[config.mk]
export PLATFORM = sky130hd
export DESIGN_NAME = pgclk_top
export DESIGN_NICKNAME = d
export VERILOG_FILES = /design/src/rtl/pgclk_pkg.sv /design/src/rtl/pgclk_pair_ctr.sv /design/src/rtl/pgclk_editor.sv /design/src/rtl/pgclk_view.sv /design/src/rtl/pgclk_top.sv
export SDC_FILE = /design/constraint.sdc
export NUM_CORES = 1
export LEC_CHECK = 0
export BUFFER_PORTS_ARGS = -buffer_cell sky130_fd_sc_hd__buf_2
export CAP_MARGIN = 30
export CORE_MARGIN = 2
export CORE_UTILIZATION = 54
export CTS_CLUSTER_DIAMETER = 30
export DETAILED_ROUTE_END_ITERATION = 12
export HOLD_SLACK_MARGIN = 0.12
export PLACE_DENSITY_LB_ADDON = 0.15
export SKIP_LAST_GASP = 1
export SLEW_MARGIN = 10
export SYNTH_ARGS = -nofsm -noshare
export SYNTH_HDL_FRONTEND = slang
export SYNTH_SLANG_ARGS = --single-unit
[constraint.sdc]
create_clock -name clk -period 2.3 [get_ports clk]
set_input_delay 0.115 -clock clk [delete_from_list [all_inputs] [get_ports clk]]
set_output_delay 0.115 -clock clk [all_outputs]
set_load 0.1 [all_outputs]
[src/rtl/pgclk_pkg.sv]
package pgclk_pkg;
  localparam int unsigned DW     = 4;              // bits per BCD digit
  localparam int unsigned NPOS   = 4;              // display positions
  localparam int unsigned CW     = $clog2(NPOS);   // cursor width
  localparam int unsigned NFIELD = 3;              // sec, min, hour
  localparam int unsigned COLON_POS = 2;           // dp bit used as separator

  localparam int unsigned F_SEC = 0;
  localparam int unsigned F_MIN = 1;
  localparam int unsigned F_HR  = 2;

  // edit positions, index = bit in blank mask, 3 = leftmost
  localparam int unsigned P_HT = 3;
  localparam int unsigned P_HO = 2;
  localparam int unsigned P_MT = 1;
  localparam int unsigned P_MO = 0;

  typedef logic [DW-1:0] bcd_t;
  typedef struct packed {
    bcd_t tens;
    bcd_t ones;
  } pair_t;

  localparam bcd_t ONES_MAX = bcd_t'(9);
  localparam bcd_t SIX_TOP  = bcd_t'(5);   // tens limit of sec/min
  localparam bcd_t HT_MAX   = bcd_t'(2);   // hour tens limit
  localparam bcd_t HO_LIM   = bcd_t'(3);   // hour ones limit at hour tens 2
endpackage

[src/rtl/pgclk_pair_ctr.sv]
module pgclk_pair_ctr
  import pgclk_pkg::*;
#(
  parameter bcd_t TENS_MAX  = SIX_TOP,
  parameter bcd_t ONES_LAST = ONES_MAX
) (
  input  logic  clk,
  input  logic  rst_n,
  input  logic  clr,
  input  logic  load,
  input  pair_t load_val,
  input  logic  inc,
  output pair_t value,
  output logic  carry
);
  pair_t q, d;
  logic  at_top;

  always_comb begin
    at_top = (q.tens == TENS_MAX) && (q.ones == ONES_LAST);
    carry  = inc && at_top;
    d      = q;
    if (clr) begin
      d = '0;
    end else if (load) begin
      d = load_val;
    end else if (inc) begin
      if (at_top) begin
        d = '0;
      end else if (q.ones == ONES_MAX) begin
        d.ones = '0;
        d.tens = q.tens + 1'b1;
      end else begin
        d.ones = q.ones + 1'b1;
      end
    end
  end

  always_ff @(posedge clk or negedge rst_n) begin
    if (!rst_n) q <= '0;
    else        q <= d;
  end

  assign value = q;

  AST_PAIR_RANGE: assert property (@(posedge clk) disable iff (!rst_n)
    (q.ones <= ONES_MAX) && (q.tens <= TENS_MAX) &&
    !((q.tens == TENS_MAX) && (q.ones > ONES_LAST)));
endmodule

[src/rtl/pgclk_editor.sv]
module pgclk_editor
  import pgclk_pkg::*;
(
  input  logic                 clk,
  input  logic                 rst_n,
  input  logic                 active,
  input  logic                 enter,
  input  logic                 clear,
  input  logic                 move,
  input  logic                 plus,
  input  bcd_t [NPOS-1:0]      cur_time,
  output bcd_t [NPOS-1:0]      edit_dig,
  output logic [CW-1:0]        cursor
);
  bcd_t [NPOS-1:0] dig_q, dig_d;
  logic [CW-1:0]   cur_q, cur_d;

  always_comb begin
    cur_d = cur_q;
    if (enter)
      cur_d = CW'(NPOS-1);
    else if (active && move)
      cur_d = (cur_q == '0) ? CW'(NPOS-1) : cur_q - 1'b1;
  end

  always_comb begin
    dig_d = dig_q;
    if (clear) begin
      dig_d = '0;
    end else if (enter) begin
      dig_d = cur_time;
    end else if (active && plus) begin
      if (cur_q == CW'(P_HT)) begin
        dig_d[P_HT] = (dig_q[P_HT] >= HT_MAX) ? '0 : dig_q[P_HT] + 1'b1;
        if ((dig_d[P_HT] == HT_MAX) && (dig_q[P_HO] > HO_LIM))
          dig_d[P_HO] = HO_LIM;
      end else if (cur_q == CW'(P_HO)) begin
        if (dig_q[P_HO] >= ((dig_q[P_HT] == HT_MAX) ? HO_LIM : ONES_MAX))
          dig_d[P_HO] = '0;
        else
          dig_d[P_HO] = dig_q[P_HO] + 1'b1;
      end else if (cur_q == CW'(P_MT)) begin
        dig_d[P_MT] = (dig_q[P_MT] >= SIX_TOP) ? '0 : dig_q[P_MT] + 1'b1;
      end else begin
        dig_d[P_MO] = (dig_q[P_MO] >= ONES_MAX) ? '0 : dig_q[P_MO] + 1'b1;
      end
    end
  end

  always_ff @(posedge clk or negedge rst_n) begin
    if (!rst_n) begin
      dig_q <= '0;
      cur_q <= CW'(NPOS-1);
    end else begin
      dig_q <= dig_d;
      cur_q <= cur_d;
    end
  end

  assign edit_dig = dig_q;
  assign cursor   = cur_q;

  AST_EDIT_HOURS_LEGAL: assert property (@(posedge clk) disable iff (!rst_n)
    (dig_q[P_HT] <= HT_MAX) &&
    !((dig_q[P_HT] == HT_MAX) && (dig_q[P_HO] > HO_LIM)));
  AST_ENTER_LOADS: assert property (@(posedge clk) disable iff (!rst_n)
    enter && !clear |=> (cur_q == CW'(NPOS-1)) && (dig_q == $past(cur_time)));
endmodule

[src/rtl/pgclk_view.sv]
module pgclk_view
  import pgclk_pkg::*;
(
  input  logic                 clk,
  input  logic                 rst_n,
  input  logic                 tick_blink,
  input  logic                 key_page,
  input  logic                 set_active,
  input  pair_t                hh,
  input  pair_t                mm,
  input  pair_t                ss,
  input  bcd_t [NPOS-1:0]      edit_dig,
  input  logic [CW-1:0]        cursor,
  output logic [NPOS*DW-1:0]   disp_bcd,
  output logic [NPOS-1:0]      disp_blank,
  output logic [NPOS-1:0]      disp_dp
);
  logic page_q, page_d;
  logic sq_q, sq_d;
  localparam logic [NPOS-1:0] ONE_HOT0 = {{(NPOS-1){1'b0}}, 1'b1};

  always_comb begin
    page_d = key_page   ? !page_q : page_q;
    sq_d   = tick_blink ? !sq_q   : sq_q;
  end

  always_ff @(posedge clk or negedge rst_n) begin
    if (!rst_n) begin
      page_q <= 1'b0;
      sq_q   <= 1'b0;
    end else begin
      page_q <= page_d;
      sq_q   <= sq_d;
    end
  end

  always_comb begin
    if (set_active)  disp_bcd = edit_dig;
    else if (page_q) disp_bcd = {mm, ss};
    else             disp_bcd = {hh, mm};
  end

  assign disp_blank = (set_active && sq_q) ? (ONE_HOT0 << cursor) : '0;
  assign disp_dp    = ONE_HOT0 << COLON_POS;

  AST_BLANK_NEEDS_SET: assert property (@(posedge clk) disable iff (!rst_n)
    (|disp_blank) |-> set_active);
  AST_BLANK_ONE_DIGIT: assert property (@(posedge clk) disable iff (!rst_n)
    $onehot0(disp_blank));
  AST_PAGE_HOLD: assert property (@(posedge clk) disable iff (!rst_n)
    !key_page |=> $stable(page_q));
endmodule

[src/rtl/pgclk_top.sv]
module pgclk_top
  import pgclk_pkg::*;
(
  input  logic                 clk,
  input  logic                 rst_n,
  input  logic                 tick_sec,
  input  logic                 tick_blink,
  input  logic                 key_page,
  input  logic                 key_set,
  input  logic                 key_move,
  input  logic                 key_plus,
  input  logic                 key_clear,
  output logic [NPOS*DW-1:0]   disp_bcd,
  output logic [NPOS-1:0]      disp_blank,
  output logic [NPOS-1:0]      disp_dp
);
  logic set_q, set_d;
  logic enter_set, leave_set;

  assign enter_set = key_set && !set_q;
  assign leave_set = key_set && set_q;

  always_comb set_d = key_set ? !set_q : set_q;

  always_ff @(posedge clk or negedge rst_n) begin
    if (!rst_n) set_q <= 1'b0;
    else        set_q <= set_d;
  end

  pair_t           tm     [NFIELD];
  pair_t           ld_val [NFIELD];
  logic [NFIELD:0] cy;
  bcd_t [NPOS-1:0] now_hm, edit_dig;
  logic [CW-1:0]   cursor;

  assign cy[0]         = tick_sec && !set_q;
  assign now_hm        = {tm[F_HR], tm[F_MIN]};
  assign ld_val[F_SEC] = '0;
  assign ld_val[F_MIN] = {edit_dig[P_MT], edit_dig[P_MO]};
  assign ld_val[F_HR]  = {edit_dig[P_HT], edit_dig[P_HO]};

  for (genvar f = 0; f < NFIELD; f++) begin : g_field
    pgclk_pair_ctr #(
      .TENS_MAX  ((f == F_HR) ? HT_MAX : SIX_TOP),
      .ONES_LAST ((f == F_HR) ? HO_LIM : ONES_MAX)
    ) u_ctr (
      .clk      (clk),
      .rst_n    (rst_n),
      .clr      (key_clear),
      .load     (leave_set),
      .load_val (ld_val[f]),
      .inc      (cy[f]),
      .value    (tm[f]),
      .carry    (cy[f+1])
    );
  end

  pgclk_editor u_edit (
    .clk      (clk),
    .rst_n    (rst_n),
    .active   (set_q && !key_set),
    .enter    (enter_set),
    .clear    (key_clear),
    .move     (key_move),
    .plus     (key_plus),
    .cur_time (now_hm),
    .edit_dig (edit_dig),
    .cursor   (cursor)
  );

  pgclk_view u_view (
    .clk        (clk),
    .rst_n      (rst_n),
    .tick_blink (tick_blink),
    .key_page   (key_page),
    .set_active (set_q),
    .hh         (tm[F_HR]),
    .mm         (tm[F_MIN]),
    .ss         (tm[F_SEC]),
    .edit_dig   (edit_dig),
    .cursor     (cursor),
    .disp_bcd   (disp_bcd),
    .disp_blank (disp_blank),
    .disp_dp    (disp_dp)
  );

  AST_DAY_WRAP: assert property (@(posedge clk) disable iff (!rst_n)
    cy[NFIELD] && !key_clear |=>
      (tm[F_HR] == '0) && (tm[F_MIN] == '0) && (tm[F_SEC] == '0));
  AST_SET_FREEZE: assert property (@(posedge clk) disable iff (!rst_n)
    set_q && !key_set && !key_clear |=>
      $stable(now_hm) && $stable(tm[F_SEC]));
  AST_LEAVE_SEC_ZERO: assert property (@(posedge clk) disable iff (!rst_n)
    leave_set && !key_clear |=> (tm[F_SEC] == '0));
  AST_CLEAR_ZERO: assert property (@(posedge clk) disable iff (!rst_n)
    key_clear |=>
      (tm[F_HR] == '0) && (tm[F_MIN] == '0) && (tm[F_SEC] == '0));
endmodule

==> qor.yml, run 1 <==
status:
  outcome: "completed"
setup_path:
  ff2ff_setup_slack_ns: 0.09
  startpoint_of_the_lowest_slack_register_to_register_path: "u_edit.edit_dig[13]$_DFFE_PN0P_"
  cp_slowest_cell: "sky130_fd_sc_hd__or4_4"
  critical_path.max_stage_delay_ns: 0.51
  worst_setup_path_type: "register to register"
  endpoint_kind: "register"
  timing.critical_path.from_type: "register"
  worst-path-buf-inv: 0
  critPathArrivalTime_ns: 2.42
  crit_required_ns: 2.51
  regToRegEndpoint: "u_edit.edit_dig[9]$_DFFE_PN0P_"
  crit_path_max_fanout: 4
  crit_path_cell_trace: "ha_1, or4_4, or4_4, a311o_1, o32ai_2"
  critical-path-top-delay-family: "simple AND/OR/NAND/NOR gates"
  timing.reg2reg.worst_path_depth: 5
  cpMostUsedCell: "sky130_fd_sc_hd__or4_4"
power_and_ir_drop:
  worst_ir_drop_vdd_mv: 0.813
  net-switching-power_uw: 2420
  power_frac_clock: 0.129
  intPower_uw: 2460
  power_frac_comb: 0.605
  static-leakage-power_uw: 0.00193
  total_power_per_unit_cell_area_mw_per_mm2: 1130
  switching_share: 0.496
  p_seq_frac: 0.265
clock_tree:
  h_tree_depth_reported_by_cts: 2
  cts.sinks: 45
  tritoncts_clock_tree: "yes"
  ctsLongestPathBuffers: 2
  cts.reportedPaths.clkPinSlew_ns: 0.09
  clk_latency_ns: 0.30
  cts_root_buf: "sky130_fd_sc_hd__clkbuf_8"
  cts.repair_timing.setup_buffer_count: 0
  cts_made_buffers: 5
timing:
  post-route-period-util: 0.960
  rsz_0062_raised_after_global_routing: "yes"
  finalClockSkew_ns: 0.00936
  timing.final.hold_violations: 0
  setup-violations-final: 0
  finalMaxSlewViolations: 0
  achievable-frequency_mhz: 453
  fin_hold_ws_ns: 0.237
  timing.final.ws_setup_ns: 0.0929
  slew-limit-headroom: 0.574
  post_route_minimum_period_ns: 2.21
  worst_slew_pin_slew_ns: 0.639
job:
  reported_max_cap_violation_count: 0
floorplanning:
  boundaryPins: 33
  design.core.area_mm2: 0.00635
  total_die_area_mm2: 0.00719
  die_height_um: 84.8
  die_x_um: 84.8
  rows: 29
  initial_core_utilization: 0.555
final_layout:
  layout.nets: 496
  final_cell_mix: "43 x sky130_fd_sc_hd__dfrtp_1, 41 x sky130_fd_sc_hd__nand2_1, 29 x sky130_fd_sc_hd__a21oi_1"
  mostFrequentLayoutCell: "sky130_fd_sc_hd__dfrtp_1"
  drive_gt1_frac: 0.163
  antennaDiodeCount: 0
  area_growth_pct: 23.0
placed_design:
  dpl.hpwl_mm: 6.67
  dp_slack_ns: 0.0134
  gpl.final_weighted_congestion: 0.878
  port-buffer-count: 28
synth:
  netlist_instances: 419
  ys_seq_elements: 45
  post_synth_num_cell_types: 66
  synth_top_flop_cell: "sky130_fd_sc_hd__dfrtp_1"
  synth_edf_count: 0
  synth.cell_area_mm2: 0.00353
  yosysSeqAreaShare: 0.320
  yosysWarnings: 0
  post_synth.cell_area_avg_um2: 8.41
  async_set_or_reset_flop_fraction_in_the_synthesized_netlist: 1.00
routing:
  num_vias: 3240
  route.antenna.remaining_nets: 0
  detail_route.iter0.violations: 202
  wl_per_cell_um: 16.6
  drt_pre_antenna_iters: 6
  wl_mm: 8.91
  average_via_count_per_standard_cell: 6.02
  drc: 0
global_routing:
  largest_net_degree_at_the_start_of_global_routing: 32
  global_route.usage.met2: 0.435
  globalRoute.totalOverflow: 0
  grt_antenna_before_repair: 0
  gr-usage-met1: 0.365
  vias_in_the_first_global_route: 3250
  groute.layer.met3.usage: 0.0413
  grt.total_usage: 0.265
  most_utilized_layer_in_the_global_route_result: "met2"
  first_pass_grt_wire_length_mm: 15.6
min_path:
  worst_hold_path_type: "input port to asynchronous set/reset pin"
## worst register-to-register path, cell delays in order (launching register included)
cell	delay [ns]
sky130_fd_sc_hd__dfrtp_1	0.40
sky130_fd_sc_hd__ha_1	0.20
sky130_fd_sc_hd__or4_4	0.42
sky130_fd_sc_hd__or4_4	0.51
sky130_fd_sc_hd__a311o_1	0.34
sky130_fd_sc_hd__o32ai_2	0.25
## cell families (layout without fill, tap and decap cells)
family	count (synthesis)	count (layout)	synth area share
XOR/XNOR	10	10	0.0248
multiplexers	24	24	0.0692
adder cells (fa/ha/maj)	27	27	0.0958
buffers and inverters	51	91	0.0586
AO/OA/AOI/OAI	122	122	0.223
flip-flops	45	45	0.320
other	2	4	0.00213
AND/OR/NAND/NOR	138	138	0.206
## through the flow
stage / instance area, um2 / total power [uW] / utilization / TNS, ns / cells
after floorplan: 3540 / 3230 / - / -5.36 / 421
after global placement: 4170 / 4200 / 0.656 / 0 / 525
after detailed placement: 4170 / 4260 / 0.656 / 0 / 525
after CTS: 4330 / 4900 / 0.682 / 0 / 538
after global routing: 4340 / 5200 / 0.683 / -0.00431 / 538
final: 4340 / 4880 / 0.683 / 0 / 538
## what timing repair did
| action | CTS | global route |
|---|---|---|
| pin swaps | 1 | 0 |
| endpoints found under the setup margin | 1 | 5 |
| hold endpoints to repair | 18 | 0 |
| resized for setup | 0 | 1 |
| hold buffers | 5 | 0 |
## synthesized netlist by cell type, types with 3 or more instances
cell | n | share of area
sky130_fd_sc_hd__clkbuf_1 | 21 | 0.022
sky130_fd_sc_hd__and3b_1 | 6 | 0.015
sky130_fd_sc_hd__o2bb2ai_1 | 5 | 0.012
sky130_fd_sc_hd__and2_1 | 4 | 0.0071
sky130_fd_sc_hd__a211oi_1 | 10 | 0.021
sky130_fd_sc_hd__xnor2_1 | 4 | 0.0099
sky130_fd_sc_hd__ha_1 | 27 | 0.096
sky130_fd_sc_hd__o31ai_1 | 3 | 0.0064
sky130_fd_sc_hd__nand2_1 | 41 | 0.044
sky130_fd_sc_hd__xor2_1 | 6 | 0.015
sky130_fd_sc_hd__or3_1 | 4 | 0.0071
sky130_fd_sc_hd__a221oi_1 | 4 | 0.0099
sky130_fd_sc_hd__inv_1 | 25 | 0.027
sky130_fd_sc_hd__nand4_1 | 3 | 0.0053
sky130_fd_sc_hd__nor3_1 | 6 | 0.0085
sky130_fd_sc_hd__a21oi_1 | 29 | 0.041
sky130_fd_sc_hd__mux2i_1 | 21 | 0.060
sky130_fd_sc_hd__o21ai_0 | 36 | 0.051
sky130_fd_sc_hd__nor2b_1 | 3 | 0.0053
sky130_fd_sc_hd__nor4_1 | 3 | 0.0053
sky130_fd_sc_hd__a31oi_1 | 4 | 0.0071
sky130_fd_sc_hd__mux2_2 | 3 | 0.0096
sky130_fd_sc_hd__nor2_1 | 27 | 0.029
sky130_fd_sc_hd__nand2b_1 | 6 | 0.011
sky130_fd_sc_hd__and3_1 | 7 | 0.012
sky130_fd_sc_hd__nand3_1 | 12 | 0.017
sky130_fd_sc_hd__dfrtp_1 | 43 | 0.31
sky130_fd_sc_hd__buf_4 | 4 | 0.0085
## registers in the layout, indices dropped and copies added, names as in the netlist
name	count
set_q	1
u_edit.edit_dig	16
u_view.sq_q	1
g_field.u_ctr.value	24
u_view.page_q	1
u_edit.cursor	2
## cell type report
class,count,area [um2]
inverters,25,93.8
clock buffers,7,86.3
fillers,528,2010
flip-flops and latches,45,1130
clock inverters,1,30.0
repair buffers,58,691
well taps,77,96.3
multi-input cells,325,2210
## worst max-delay path by stage
stage | cells after the start | startpoint | slack [ns] | to
floorplan | 3 | set_q$_DFFE_PN0P_ | -0.70 | disp_bcd[3]
global placement | 5 | u_edit.edit_dig[13]$_DFFE_PN0P_ | 0.06 | u_edit.edit_dig[9]$_DFFE_PN0P_
detailed placement | 5 | u_edit.edit_dig[13]$_DFFE_PN0P_ | 0.01 | u_edit.edit_dig[9]$_DFFE_PN0P_
CTS | 5 | u_edit.edit_dig[13]$_DFFE_PN0P_ | 0.09 | u_edit.edit_dig[9]$_DFFE_PN0P_
global route | 5 | u_edit.edit_dig[13]$_DFFE_PN0P_ | -0.004 | u_edit.edit_dig[9]$_DFFE_PN0P_
finish | 5 | u_edit.edit_dig[13]$_DFFE_PN0P_ | 0.09 | u_edit.edit_dig[9]$_DFFE_PN0P_
## layer usage
| metal | wire [um] | vias to the layer above |
|---|---|---|
| met5 | 0 | - |
| met4 | 181 | 0 |
| met2 | 4340 | 78 |
| li1 | - | 1594 |
| met3 | 344 | 18 |
| met1 | 4040 | 1550 |
## power by group through the flow
stage | logic [uW] | clock network [uW] | registers [uW]
after floorplan | 2050 | 0 | 1180
after global placement | 2900 | 0 | 1300
after detailed placement | 2950 | 0 | 1310
after CTS | 2970 | 641 | 1290
after global routing | 3190 | 666 | 1340
final | 2960 | 631 | 1300
No activity file was read; power rests on OpenSTA's default activity.
==> inputs of run 2 (changes only) <==
- CORE_UTILIZATION: 54 -> 60
- SYNTH_HIERARCHICAL: default -> 1
- clock period: 2.3 -> 2.7 ns (I/O delays scaled with it)
==> run 2 against run 1 <==
Via count decreased by 1.7%. Combinational power decreased by 38%. Critical path depth increased by 5. Sequential cell count unchanged. Sequential power decreased by 15%. Clock-buffer cell count unchanged. Largest cell class unchanged. Highest routed layer unchanged.
==> qor.yml, run 2 <==
final_layout:
  area_growth_pct: 10.8
  drive_gt1_frac: 0.161  # -0.00162
  largest_reg_flops: 24  # unchanged
  stdcell_area_mm2: 0.00392  # -9.7%
  mostFrequentLayoutCell: "sky130_fd_sc_hd__dfrtp_1"
  final_cell_mix: "42 x sky130_fd_sc_hd__dfrtp_1, 41 x sky130_fd_sc_hd__nand2_1, 36 x sky130_fd_sc_hd__inv_1"
  antennaDiodeCount: 0  # unchanged
  layout.nets: 482  # -2.8%
floorplanning:
  design.core.area_mm2: 0.00561  # -12%
  rows: 27  # -6.9%
  die_x_um: 80.8  # -4.7%
  die_height_um: 80.8  # -4.7%
  boundaryPins: 33  # unchanged
  initial_core_utilization: 0.631  # +0.0755
  total_die_area_mm2: 0.00653  # -9.3%
setup_path:
  critical-path-top-delay-family: "simple AND/OR/NAND/NOR gates"
  critPathArrivalTime_ns: 2.66  # +0.24 ns
  crit_required_ns: 2.91  # +0.40 ns
  worst-path-buf-inv: 2  # +2
  critical_path.max_stage_delay_ns: 0.44  # -0.07 ns
  worst_setup_path_type: "register to register"
  endpoint_kind: "register"
  cp_slowest_cell: "sky130_fd_sc_hd__dfrtp_1"
  crit_path_cell_trace: "inv_1, ha_1, and3b_2, nand2_1, nor2_1, nand2_1, nor2_1, inv_1, or3_1, a311oi_1"
  timing.critical_path.from_type: "register"
  crit_path_max_fanout: 7  # +3
clock_tree:
  h_tree_depth_reported_by_cts: 2  # unchanged
  clk_latency_ns: 0.30  # about the same
  cts.repair_timing.setup_buffer_count: 0  # unchanged
  cts_made_buffers: 5  # unchanged
  cts_root_buf: "sky130_fd_sc_hd__clkbuf_8"
  ctsLongestPathBuffers: 2  # unchanged
  tritoncts_clock_tree: "yes"
  cts.reportedPaths.clkPinSlew_ns: 0.09  # about the same
  cts.sinks: 45  # unchanged
power_and_ir_drop:
  switching_share: 0.535  # +0.0387
  power_frac_comb: 0.537  # -0.068
  static-leakage-power_uw: 0.00171  # -11%
  power_frac_clock: 0.138  # +0.009
  intPower_uw: 1590  # -35%
  worst_ir_drop_vdd_mv: 0.760  # -6.5%
  net-switching-power_uw: 1830  # -25%
  p_seq_frac: 0.325  # +0.060
  total_power_per_unit_cell_area_mw_per_mm2: 872  # -23%
routing:
  wl_mm: 8.55  # -4.0%
  dr.max_layer_used: "met4"
  num_vias: 3185  # -1.7%
  detail_route.iter0.violations: 248  # +23%
  wl_per_cell_um: 16.5  # -0.48%
  drc: 0  # unchanged
  average_via_count_per_standard_cell: 6.14  # +1.9%
  drt_pre_antenna_iters: 4  # -2
  route.antenna.remaining_nets: 0  # unchanged
  wl_met3_um: 531  # +54%
  met2_length_mm: 3.88  # -11%
  met1_length_mm: 4.02  # -0.57%
timing:
  fin_tns_setup_ns: 0  # unchanged
  worst_slew_pin_slew_ns: 0.887  # +0.248 ns
  fin_hold_ws_ns: 0.194  # -0.0427 ns
  slew-limit-headroom: 0.408  # -0.165
  timing.final.hold_violations: 0  # unchanged
  post_route_minimum_period_ns: 2.46  # +0.249 ns
  post-route-period-util: 0.910  # -0.0501
  achievable-frequency_mhz: 407  # -10%
  rsz_0062_raised_after_global_routing: "no"
  timing.final.ws_setup_ns: 0.244  # +0.151 ns
  finalClockSkew_ns: 0.00636  # -0.00300 ns
  setup-violations-final: 0  # unchanged
  finalMaxSlewViolations: 0  # unchanged
synth:
  netlist_instances: 409  # -2.4%
  synth.cell_area_mm2: 0.00354  # +0.32%
  post_synth.cell_area_avg_um2: 8.65  # +2.8%
  yosysWarnings: 6  # +6
global_routing:
  largest_net_degree_at_the_start_of_global_routing: 39  # +22%
  vias_in_the_first_global_route: 2964  # -8.8%
  grt.total_usage: 0.277  # +0.0117
  grt_antenna_before_repair: 0  # unchanged
  first_pass_grt_wire_length_mm: 14.2  # -8.8%
  globalRoute.totalOverflow: 0  # unchanged
placed_design:
  port-buffer-count: 28  # unchanged
  dp_slack_ns: 0.292  # +0.279 ns
  place_area_mm2: 0.00377  # -9.4%
  gpl.final_weighted_congestion: 0.906  # +3.2%
  dpl.hpwl_mm: 6.13  # -8.1%
status:
  outcome: "completed"
job:
  reported_max_cap_violation_count: 0  # unchanged
min_path:
  worst_hold_path_type: "input port to register"
==> run 2: stage by stage <==
stage / instances / util / power [uW]
floorplan: 418 / - / 2620
global placement: 506 / 0.670 / 2910
detailed placement: 507 / 0.673 / 2940
CTS: 519 / 0.698 / 3420
global route: 519 / 0.699 / 3630
finish: 519 / 0.699 / 3420
==> run 2: worst paths after layout <==
check                      cells after the start  slack (ns)                             startpoint                               endpoint
min in group asynchronous                      2        0.27                                  rst_n  g_field[2].u_ctr/value[2]$_DFFE_PN0P_
hold / removal                                 3        0.19                               key_move           u_edit/cursor[1]$_DFFE_PN1P_
setup reg to reg                              10        0.24  g_field[0].u_ctr/value[1]$_DFFE_PN0P_  g_field[2].u_ctr/value[3]$_DFFE_PN0P_
hold reg to reg                                1        0.51                u_view/sq_q$_DFFE_PN0P_                u_view/sq_q$_DFFE_PN0P_
max in group asynchronous                      3        1.86                                  rst_n           u_edit/cursor[1]$_DFFE_PN1P_
setup / recovery                              10        0.24  g_field[0].u_ctr/value[1]$_DFFE_PN0P_  g_field[2].u_ctr/value[3]$_DFFE_PN0P_
==> run 2: timing repair <==
action	CTS	global route
resized for setup	0	2
hold buffers	4	0
setup endpoints to repair	0	1
endpoints found under the hold margin	46	0
==> run 2: power groups by stage <==
stage,Clock (uW),Combinational [uW],Sequential [uW]
floorplan,0,1630,995
CTS,479,1830,1110
finish,471,1840,1110
detailed placement,0,1820,1120
global route,511,1980,1140
global placement,0,1800,1110
==> run 2: worst min-delay path, stage by stage <==
cell	delay, ns
sky130_fd_sc_hd__buf_2	0.10
sky130_fd_sc_hd__nand2_1	0.11
sky130_fd_sc_hd__a211o_1	0.13
==> run 2: metal layers <==
metal	up-vias	track usage
met1	1494	0.405
met4	0	0.0831
met3	13	0.0389
met2	128	0.428
met5	-	0
li1	1550	-
==> run 2: final cells by class <==
type	instances	area (um2)
Multi-Input combinational cell	317	2200
Fill cell	463	1690
Sequential cell	45	1130
Timing Repair Buffer	41	260
Inverter	36	135
Clock buffer	7	96.3
Tap cell	72	90.1
Clock inverter	1	5.00
==> inputs of run 3 (changes only) <==
- ABC_AREA: default -> 1
==> run 3 against run 2 <==
Fmax up 14%. Register-to-register slack improved by 0.46 ns. Clock skew increased by 0.00097 ns. Largest cell class unchanged. Critical endpoint is now disp_bcd[14]. Combinational power up 12%. Critical path depth down 5. Synthesized area rose by 14%. Via count grew 18%. Clock power shrank 13%.
==> qor.yml, run 3 <==
synth:
  post_synth.cell_area_avg_um2: 6.63  # -23%
  yosysWarnings: 6  # unchanged
  netlist_instances: 608  # +49%
  synth.cell_area_mm2: 0.00403  # +14%
clock_tree:
  cts_made_buffers: 5  # unchanged
  post_cts_resized: 0  # unchanged
  cts.sinks: 45  # unchanged
  tritoncts_clock_tree: "yes"
  cts.reportedPaths.clkPinSlew_ns: 0.09  # about the same
  cts_root_buf: "sky130_fd_sc_hd__clkbuf_8"
  h_tree_depth_reported_by_cts: 2  # unchanged
  ctsLongestPathBuffers: 2  # unchanged
  clk_latency_ns: 0.30  # about the same
setup_path:
  worst_setup_path_type: "register to output pin"
  ff2ff_setup_slack_ns: 0.70  # +0.46 ns
  critical-path-top-delay-family: "flip-flops"
  worst-path-buf-inv: 2  # unchanged
  first_element_of_the_critical_path: "u_view/page_q$_DFFE_PN0P_"
  critPathArrivalTime_ns: 2.02  # -0.64 ns
  crit_required_ns: 2.57  # -0.34 ns
  timing.critical_path.from_type: "register"
  endpoint_kind: "output pin"
  cpMostUsedCell: "sky130_fd_sc_hd__nand2_1"
  cp_slowest_cell: "sky130_fd_sc_hd__dfrtp_1"
  critical_path.max_stage_delay_ns: 0.80  # +0.36 ns
  crit_path_cell_trace: "inv_4, nand2_1, nand3_1, nand2_1, buf_2"
  startpoint_of_the_lowest_slack_register_to_register_path: "g_field[0].u_ctr/value[1]$_DFFE_PN0P_"
  regToRegEndpoint: "g_field[2].u_ctr/value[5]$_DFFE_PN0P_"
  timing.reg2reg.worst_path_depth: 14  # +4
  crit_path_max_fanout: 18  # +11
timing:
  finalClockSkew_ns: 0.00733  # +0.000966 ns
  timing.final.hold_violations: 0  # unchanged
  finalMaxSlewViolations: 0  # unchanged
  achievable-frequency_mhz: 463  # +14%
  worst_slew_pin_slew_ns: 0.701  # -0.187 ns
  slew-limit-headroom: 0.533  # +0.124
  setup-violations-final: 0  # unchanged
  post_route_minimum_period_ns: 2.16  # -0.297 ns
  rsz_0062_raised_after_global_routing: "no"
  post-route-period-util: 0.799  # -0.110
  fin_tns_setup_ns: 0  # unchanged
min_path:
  min-delay-start: "key_move"
  worst_hold_path_type: "input port to register"
  hold-path-cell-count: 3  # unchanged
  hold_crit_endpoint: "u_edit/cursor[0]$_DFFE_PN1P_"
global_routing:
  grt_antenna_before_repair: 0  # unchanged
  vias_in_the_first_global_route: 3553  # +20%
  globalRoute.totalOverflow: 0  # unchanged
  largest_net_degree_at_the_start_of_global_routing: 24  # -38%
  first_pass_grt_wire_length_mm: 16.4  # +16%
  grt.total_usage: 0.278  # +0.00125
status:
  outcome: "completed"
placed_design:
  dpl.hpwl_mm: 7.24  # +18%
  gpl.final_weighted_congestion: 0.913  # +0.78%
  port-buffer-count: 28  # unchanged
floorplanning:
  design.core.area_mm2: 0.00642  # +15%
  total_die_area_mm2: 0.00739  # +13%
  die_x_um: 86.0  # +6.4%
  die_height_um: 86.0  # +6.4%
  rows: 29  # +7.4%
  initial_core_utilization: 0.628  # -0.00304
  boundaryPins: 33  # unchanged
final_layout:
  layout.nets: 679  # +41%
  largest_reg_flops: 24  # unchanged
  ff_latch_area_mm2: 0.00113  # -0.11%
  fill_cells: 592  # +28%
  mostFrequentLayoutCell: "sky130_fd_sc_hd__nand2_1"
  drive_gt1_frac: 0.174  # +0.0128
  area_growth_pct: 7.26
  multi_input_comb_area_mm2: 0.00243  # +10%
  final_cell_mix: "255 x sky130_fd_sc_hd__nand2_1, 72 x sky130_fd_sc_hd__inv_1, 43 x sky130_fd_sc_hd__dfrtp_1"
  antennaDiodeCount: 0  # unchanged
routing:
  drc: 0  # unchanged
  drt_pre_antenna_iters: 6  # +2
  average_via_count_per_standard_cell: 5.22  # -15%
  num_vias: 3767  # +18%
  detail_route.iter0.violations: 340  # +37%
  route.antenna.remaining_nets: 0  # unchanged
  wl_per_cell_um: 13.3  # -19%
  wl_mm: 9.57  # +12%
power_and_ir_drop:
  worst_ir_drop_vdd_mv: 0.658  # -13%
  static-leakage-power_uw: 0.00250  # +46%
  total_power_after_layout_uw: 3510  # +2.6%
  total_power_per_unit_cell_area_mw_per_mm2: 811  # -7.0%
job:
  reported_max_cap_violation_count: 0  # unchanged
==> run 3: tightest hold or removal path, cell delays in order <==
cell	delay (ns)
sky130_fd_sc_hd__buf_2	0.10
sky130_fd_sc_hd__nand2_1	0.11
sky130_fd_sc_hd__a31oi_1	0.10
==> run 3: final cells by class <==
type | instances | area share
inverters | 95 | 0.0842
well taps | 77 | 0.0223
clock buffers | 6 | 0.0168
multi-input cells | 460 | 0.562
repair buffers | 36 | 0.0515
flip-flops and latches | 45 | 0.261
clock inverters | 2 | 0.00231
==> run 3: where the power goes <==
group | total [uW] | internal [uW] | switching (uW)
registers | 1040 | 790 | 251
logic | 2060 | 478 | 1580
clock network | 408 | 180 | 229
total | 3510 | 1450 | 2060
==> run 3: what timing repair did <==
action / CTS / global route
hold endpoints to repair: 25 / 0
buffers inserted: 0 / 0
hold buffers: 4 / 0
==> run 3: how the worst max path moves through the flow <==
stage                                             to  slack [ns]  depth (start not counted)
6_report                                disp_bcd[14]        0.54                          5
5_1_grt                                 disp_bcd[15]        0.41                          5
4_1_cts                                 disp_bcd[15]        0.58                          5
3_5_place_dp   g_field[2].u_ctr/value[5]$_DFFE_PN0P_        0.74                         14
3_3_place_gp   g_field[2].u_ctr/value[5]$_DFFE_PN0P_        0.88                         13
2_1_floorplan                          disp_blank[3]       -0.11                          2
==> run 3: metrics by stage <==
stage | cells | setup slack, ns | cell area, um2 | hold WS [ns] | utilization
after detailed placement | 709 | 0.741 | 4200 | 0.151 | 0.654
final | 721 | 0.542 | 4320 | 0.142 | 0.673
after CTS | 721 | 0.580 | 4320 | 0.132 | 0.673
after global routing | 721 | 0.408 | 4320 | 0.162 | 0.673
after global placement | 708 | 0.878 | 4180 | 0.320 | 0.651
after floorplan | 617 | -0.111 | 4070 | -0.161 | -
==> run 3: routing by layer <==
metal / GRT usage / vias to the layer above / wire length (um)
met5: 0 / - / 0
met4: 0.0779 / 0 / 93
met3: 0.0337 / 7 / 632
met2: 0.466 / 128 / 4440
met1: 0.380 / 1716 / 4400
li1: - / 1916 / -
